==> src/rtl/sysclk_div_pkg.sv <==
package sysclk_div_pkg;
  localparam int REG_W     = 32;
  localparam int PRI_DIV_W = 4;
  localparam int EXT_DIV_W = PRI_DIV_W + 2;
  localparam int FINE_W    = EXT_DIV_W + 1;
  localparam int CNT_W     = FINE_W + 1;
  localparam int SRC_W     = 3;
  localparam int PRI_SRC_W = 2;

  // primary word layout
  localparam int PRI_DIV_LO = 0;
  localparam int PRI_USE_B  = 4;
  localparam int PRI_BYP_B  = 8;
  localparam int PRI_SRC_LO = 12;

  // extended word layout
  localparam int EXT_SRC_LO = 4;
  localparam int EXT_BYP_B  = 11;
  localparam int EXT_LSB_B  = 22;
  localparam int EXT_DIV_LO = 23;
  localparam int EXT_FINE_B = 30;
  localparam int EXT_OVR_B  = 31;

  localparam logic [REG_W-1:0] PRI_MASK =
      (REG_W'((1 << PRI_DIV_W) - 1) << PRI_DIV_LO) |
      (REG_W'(1) << PRI_USE_B) | (REG_W'(1) << PRI_BYP_B) |
      (REG_W'((1 << PRI_SRC_W) - 1) << PRI_SRC_LO);
  localparam logic [REG_W-1:0] EXT_MASK =
      (REG_W'((1 << SRC_W) - 1) << EXT_SRC_LO) |
      (REG_W'(1) << EXT_BYP_B) | (REG_W'(1) << EXT_LSB_B) |
      (REG_W'((1 << EXT_DIV_W) - 1) << EXT_DIV_LO) |
      (REG_W'(1) << EXT_FINE_B) | (REG_W'(1) << EXT_OVR_B);
  localparam logic [REG_W-1:0] PRI_RESET =
      (REG_W'((1 << PRI_DIV_W) - 1) << PRI_DIV_LO) |
      (REG_W'(1) << PRI_USE_B) | (REG_W'(1) << PRI_BYP_B);

  typedef struct packed {
    logic             pll_path;
    logic [CNT_W-1:0] ratio;
    logic             invalid;
    logic [SRC_W-1:0] src;
  } clk_cfg_t;
endpackage

==> src/rtl/sysclk_cfg_regs.sv <==
module sysclk_cfg_regs
  import sysclk_div_pkg::*;
(
  input  logic             clk_i,
  input  logic             rst_ni,
  input  logic             we_i,
  input  logic             re_i,
  input  logic             addr_i,
  input  logic [REG_W-1:0] wdata_i,
  output logic [REG_W-1:0] rdata_o,
  output logic [REG_W-1:0] pri_o,
  output logic [REG_W-1:0] ext_o,
  output logic             seq_viol_o
);
  logic [REG_W-1:0] pri_q, ext_q;
  logic armed_q, viol_q;
  logic tight_ext_wr;

  assign tight_ext_wr = we_i && addr_i && armed_q;

  always_ff @(posedge clk_i or negedge rst_ni) begin
    if (!rst_ni) begin
      pri_q   <= PRI_RESET;
      ext_q   <= '0;
      armed_q <= 1'b0;
      viol_q  <= 1'b0;
    end else begin
      if (we_i && !addr_i) pri_q <= wdata_i & PRI_MASK;
      if (we_i && addr_i)  ext_q <= wdata_i & EXT_MASK;
      // last access was a primary write
      if (we_i || re_i) armed_q <= we_i && !addr_i;
      if (tight_ext_wr) viol_q <= 1'b1;
    end
  end

  assign rdata_o    = addr_i ? ext_q : pri_q;
  assign pri_o      = pri_q;
  assign ext_o      = ext_q;
  assign seq_viol_o = viol_q;

  a_r9_tight_write_flags: assert property (@(posedge clk_i) disable iff (!rst_ni)
    (we_i && addr_i && armed_q) |=> seq_viol_o);
  a_r9_flag_sticky: assert property (@(posedge clk_i) disable iff (!rst_ni)
    seq_viol_o |=> seq_viol_o);
  a_r2_pri_holds: assert property (@(posedge clk_i) disable iff (!rst_ni)
    !(we_i && !addr_i) |=> $stable(pri_o));
  a_r2_ext_holds: assert property (@(posedge clk_i) disable iff (!rst_ni)
    !(we_i && addr_i) |=> $stable(ext_o));
endmodule

==> src/rtl/sysclk_div_resolve.sv <==
module sysclk_div_resolve
  import sysclk_div_pkg::*;
(
  input  logic [REG_W-1:0] pri_i,
  input  logic [REG_W-1:0] ext_i,
  output clk_cfg_t         cfg_o
);
  logic ovr, bypass, use_div, fine;
  logic [CNT_W-1:0] d_pri, d_ext, d_fine, d_sel;

  assign ovr     = ext_i[EXT_OVR_B];
  assign bypass  = ovr ? ext_i[EXT_BYP_B] : pri_i[PRI_BYP_B];
  assign use_div = pri_i[PRI_USE_B];
  assign fine    = ovr && ext_i[EXT_FINE_B] && !bypass;

  assign d_pri  = CNT_W'(pri_i[PRI_DIV_LO +: PRI_DIV_W]) + CNT_W'(1);
  assign d_ext  = CNT_W'(ext_i[EXT_DIV_LO +: EXT_DIV_W]) + CNT_W'(1);
  assign d_fine = CNT_W'({ext_i[EXT_DIV_LO +: EXT_DIV_W], ext_i[EXT_LSB_B]}) + CNT_W'(1);
  assign d_sel  = ovr ? d_ext : d_pri;

  always_comb begin
    cfg_o.pll_path = !bypass;
    cfg_o.src      = ovr ? ext_i[EXT_SRC_LO +: SRC_W]
                         : {1'b0, pri_i[PRI_SRC_LO +: PRI_SRC_W]};
    if (bypass) begin
      cfg_o.ratio   = use_div ? d_sel : CNT_W'(1);
      cfg_o.invalid = 1'b0;
    end else if (fine) begin
      cfg_o.ratio   = d_fine;
      cfg_o.invalid = d_fine <= CNT_W'(4);
    end else begin
      cfg_o.ratio   = d_sel << 1;          // halved PLL reference
      cfg_o.invalid = d_sel <= CNT_W'(2);
    end
  end

  always_comb begin
    a_r10_ratio_nonzero: assert (cfg_o.ratio != '0);
    if (cfg_o.pll_path && !cfg_o.invalid)
      a_r8_valid_pll_floor: assert (cfg_o.ratio >= CNT_W'(5));
  end
endmodule

==> src/rtl/sysclk_tick_div.sv <==
module sysclk_tick_div
  import sysclk_div_pkg::*;
(
  input  logic             clk_i,
  input  logic             rst_ni,
  input  logic             tick_i,
  input  logic             path_i,
  input  logic [CNT_W-1:0] ratio_i,
  output logic             en_o
);
  logic [CNT_W-1:0] cnt_q, ratio_q;
  logic path_q, en_q, reload, last;

  assign reload = (ratio_i != ratio_q) || (path_i != path_q);
  assign last   = cnt_q == ratio_i - CNT_W'(1);

  always_ff @(posedge clk_i or negedge rst_ni) begin
    if (!rst_ni) begin
      cnt_q   <= '0;
      ratio_q <= CNT_W'(1);
      path_q  <= 1'b0;
      en_q    <= 1'b0;
    end else begin
      ratio_q <= ratio_i;
      path_q  <= path_i;
      if (reload) begin
        cnt_q <= '0;
        en_q  <= 1'b0;
      end else if (tick_i) begin
        cnt_q <= last ? '0 : cnt_q + CNT_W'(1);
        en_q  <= last;
      end else begin
        en_q  <= 1'b0;
      end
    end
  end

  assign en_o = en_q;

  a_r10_pulse_from_tick: assert property (@(posedge clk_i) disable iff (!rst_ni)
    en_o |-> $past(tick_i));
  a_r10_count_bound: assert property (@(posedge clk_i) disable iff (!rst_ni)
    cnt_q < ratio_q);
  a_r10_reload_restarts: assert property (@(posedge clk_i) disable iff (!rst_ni)
    (ratio_i != ratio_q) |=> (cnt_q == '0) && !en_o);
endmodule

==> src/rtl/sysclk_div_sel.sv <==
module sysclk_div_sel
  import sysclk_div_pkg::*;
(
  input  logic             clk_i,
  input  logic             rst_ni,
  input  logic             reg_we_i,
  input  logic             reg_re_i,
  input  logic             reg_addr_i,
  input  logic [REG_W-1:0] reg_wdata_i,
  output logic [REG_W-1:0] reg_rdata_o,
  input  logic             pll_tick_i,
  input  logic             osc_tick_i,
  output logic             sys_en_o,
  output logic [CNT_W-1:0] div_o,
  output logic             pll_path_o,
  output logic [SRC_W-1:0] src_o,
  output logic             cfg_invalid_o,
  output logic             seq_viol_o
);
  logic [REG_W-1:0] pri, ext;
  clk_cfg_t cfg;
  logic tick_sel;

  sysclk_cfg_regs u_regs (
    .clk_i, .rst_ni,
    .we_i(reg_we_i), .re_i(reg_re_i), .addr_i(reg_addr_i),
    .wdata_i(reg_wdata_i), .rdata_o(reg_rdata_o),
    .pri_o(pri), .ext_o(ext), .seq_viol_o(seq_viol_o)
  );

  sysclk_div_resolve u_resolve (.pri_i(pri), .ext_i(ext), .cfg_o(cfg));

  assign tick_sel = cfg.pll_path ? pll_tick_i : osc_tick_i;

  sysclk_tick_div u_div (
    .clk_i, .rst_ni, .tick_i(tick_sel), .path_i(cfg.pll_path),
    .ratio_i(cfg.ratio), .en_o(sys_en_o)
  );

  assign div_o         = cfg.ratio;
  assign pll_path_o    = cfg.pll_path;
  assign src_o         = cfg.src;
  assign cfg_invalid_o = cfg.invalid;

  a_r5_no_osc_pulse_on_pll: assert property (@(posedge clk_i) disable iff (!rst_ni)
    (pll_path_o && $stable(pll_path_o) && !pll_tick_i) |=> !sys_en_o);
endmodule

==> config.mk <==
export PLATFORM = sky130hd
export DESIGN_NAME = sysclk_div_sel
export DESIGN_NICKNAME = d
export VERILOG_FILES = /design/src/rtl/sysclk_div_pkg.sv /design/src/rtl/sysclk_cfg_regs.sv /design/src/rtl/sysclk_div_resolve.sv /design/src/rtl/sysclk_tick_div.sv /design/src/rtl/sysclk_div_sel.sv
export SDC_FILE = /design/constraint.sdc
export NUM_CORES = 1
export LEC_CHECK = 0
export ABC_AREA = 1
export BUFFER_PORTS_ARGS = -buffer_cell sky130_fd_sc_hd__buf_2
export CORE_MARGIN = 3
export CORE_UTILIZATION = 45
export CTS_BUF_LIST = sky130_fd_sc_hd__clkbuf_4
export CTS_CLUSTER_SIZE = 14
export DETAILED_ROUTE_END_ITERATION = 7
export PLACE_DENSITY_LB_ADDON = 0.05
export SYNTH_ARGS = -nofsm -noshare
export SYNTH_HDL_FRONTEND = slang
export SYNTH_SLANG_ARGS = --single-unit
==> constraint.sdc <==
create_clock -name clk_i -period 3.11 [get_ports clk_i]
set_clock_uncertainty 0.15 [all_clocks]
set_input_delay 0 -clock clk_i [delete_from_list [all_inputs] [get_ports clk_i]]
set_output_delay 0 -clock clk_i [all_outputs]
set_load 0.02 [all_outputs]
==> summary.md <==
| Metric | Value |
|---|---|
| Status | finished, final reports clean |
| FILL cells | 633 |
| Setup TNS | 0 ps |
| Initial antenna violation count | 0 |
| Relative slew slack | 36.2% |
| Max frequency | 355 MHz |
| Nets | 575 |
| PD cells | 509 mW/mm^2 |
| ANT nets after route | 0 |
| H-tree depth reported by CTS | 2 |
| Die width | 88.3 um |
| Most common cell after layout, fill and taps aside | nand2_1 |
| First-pass GRT wire length | 12600 um |
| Vias in the first global route | 2696 |
| Worst slew pin tran | 957 ps |
| Dpl ws | 235 ps |
| Met2 routed wirelength | 3440 um |
| Most used cell along the critical path | nand2_1 |
| Distinct cell type count after synthesis | 36 |
| Max_cap viols | 0 |
| Met1 wire length | 3800 um |
| Ys async rst share | 100% |
| Crit start category | register |
| Residual DRC count | 0 |
| Setup Crit Path Kind | register to register |
| Number of core rows | 29 |
| CORE AREA | 0.00646 sq mm |
| Routed WL per cell | 12.5 um |
| P_leak | 2.13 nW |
| Final setup margin | 297 ps |
| Commonest cells after routing, fill and taps aside | 125 x nand2_1, 61 x inv_1, 61 x buf_2 |
| Global route overflow | 0 |
| Metal3 WL | 322 um |
| Worst-Skew Late Latency | 350 ps |
| Die Y-Extent | 88.3 um |
| Gate Count Post-Synth | 444 |
| Num CTS Buffers | 5 |
| CTS tree | done |
| Sequential fraction of the synthesis area | 33.9% |
| Setup violators final | 0 |
| Fin crit share | 90.5% |
| Highest metal used | met4 |
| Largest net degree at the start of global routing | 42 |
| IO buf count | 61 |
| Yosys warns | 0 |
| Crit-path slowest cell | dfstp_2 |
| Critical path origin | u_regs.pri_o[0] |
| Synth Cell Area | 0.00305 sq mm |
| Hold wc startpoint | osc_tick_i |
| Routability cong. | 0.886 |
| 1st-iter DRT viols | 144 |
| Final Hold Viols | 0 |
| Synth Register Bits | 41 |
| Dpl cell area | 0.00338 sq mm |
| First-pass detailed-route iteration total | 4 |
| Crit path arrival time | 2920 ps |
| Hold Slack | 17.5 ps |
| Via count | 2883 |
| Cells along the critical path | ha_1, inv_1, nand2_1, nand2_1, inv_1, nand2_2, nand2_4, inv_2, ha_1, xor2_1, nand2_1, nor2_1, nand2_1, nor2_1, nand3_1, nor2_2, nand3_4, nand3_1, nand2_1 |
| IO Count | 86 |
| CP peak stage delay | 590 ps |
| Mapped Avg Cell Area | 6.87 sq um |
| CP max FO | 9 |
| Clock root buffer | clkbuf_4 |
| CTS sink cnt | 41 |
| Synth-to-layout area growth | 21.9% |
| Reg-to-Reg Start | u_regs.pri_o[0] |
| EDFF count, synth | 0 |
| Worst EP required | 3210 ps |
| Peak VDD IR | 212 uV |
| Max-slew violation count | 0 |
| Die area | 0.00780 sq mm |
| Detailed placement HPWL | 5650 um |
| CP Capture Type | register |
| Final wirelength | 7610 um |
| Ant diodes | 0 |
| Gr usage total | 20.7% |
| Worst Hold Class | input port to register |
| Buffer depth of the longest clock path | 2 |
| Initial Util | 47.2% |
| Final Critical Period | 2810 ps |
| Layout cells sized above 1 | 23.7% |
| Final Instance Area | 0.00372 sq mm |
| Vias per cell | 4.74 |
| Top FF cell, synth | dfrtp_1 |
| Clock slew at reported path FFs | 130 ps |
[registers in the layout, summed over array words and instances (netlist names)]
signal	count
u_div.cnt_q	8
u_div.en_o	1
u_div.path_q	1
u_div.ratio_q	8
u_regs.armed_q	1
u_regs.ext_o	13
u_regs.pri_o	8
u_regs.seq_viol_o	1
[logic make-up after synthesis]
group	share of synthesized area, %
AND/OR/NAND/NOR	39.0
buffers and inverters	13.4
flip-flops	33.9
AO/OA/AOI/OAI	6.48
XOR/XNOR	3.16
adder cells (fa/ha/maj)	2.46
multiplexers	1.48
other	0.123
[per-stage QoR]
step	util (%)	total power, mW	std cells
6_report	57.6	1.90	608
5_1_grt	57.6	2.05	608
4_1_cts	57.2	1.89	607
3_5_place_dp	52.3	1.50	576
3_3_place_gp	52.3	1.49	576
2_1_floorplan	-	1.31	455
[worst max-delay path: cells and delay by family (launching register included)]
family,cells,cell delay [ps]
fa+ha+maj,2,470
buf+inv,3,180
xor+xnor,1,150
simple gates,13,1150
flops,1,590
[cell type report]
cell class,instances,area (sq um),share of cell area [%]
clock inverter,2,38.8,1.04
timing repair buffer,89,577,15.5
tap,77,96.3,2.59
clock buffer,6,45.0,1.21
inverter,70,268,7.20
multi-input combinational,323,1660,44.6
sequential,41,1040,27.9
[timing repair]
item,4_1_cts,5_1_grt
setup buffers,0,1
resized for setup,0,6
hold buffers,23,0
endpoints found under the hold margin,56,0
endpoints found under the setup margin,0,9
[synth_stat cells, types with 2 or more instances]
cell | n | share of area [%]
nor2_1 | 44 | 5.4
inv_1 | 61 | 7.5
clkbuf_1 | 5 | 0.62
nor2_2 | 4 | 0.82
nor2_8 | 2 | 1.3
dfrtp_1 | 34 | 28
a21oi_1 | 19 | 3.1
nand2_4 | 4 | 1.5
nand4_1 | 5 | 1.0
o21ai_1 | 3 | 0.49
buf_4 | 13 | 3.2
dfstp_2 | 7 | 6.0
ha_1 | 6 | 2.5
nand3_2 | 5 | 1.6
nor3_1 | 2 | 0.33
xor2_1 | 8 | 2.3
inv_2 | 8 | 0.98
mux2_2 | 4 | 1.5
nand2_1 | 125 | 15
nand3_1 | 48 | 7.9
o21ai_0 | 11 | 1.8
nor2_4 | 2 | 0.74
xnor2_1 | 3 | 0.86
nand2_2 | 8 | 1.6
buf_6 | 2 | 0.74
[routing by layer]
layer | vias up | GRT usage, %
met1 | 1274 | 28.7
li1 | 1534 | -
met3 | 5 | 3.35
met5 | - | 0
met4 | 0 | 4.12
met2 | 70 | 34.1
[where the power goes]
part,internal [mW],switching [mW]
Sequential,0.607,0.0531
Clock,0.180,0.186
Combinational,0.297,0.572
Total,1.08,0.810
[final timing paths]
check                                         end  slack (ps)  cells past startpoint
worst max-delay path               u_div.cnt_q[7]         300                     19
worst min-delay path                   u_div.en_o          20                      3
worst max register to register     u_div.cnt_q[7]         300                     19
worst min register to register  u_regs.seq_viol_o         340                      1
max in group asynchronous        u_regs.ext_o[23]        1990                      2
min in group asynchronous        u_regs.ext_o[25]         170                      2
Note: power is estimated with default switching activity, not from simulation.
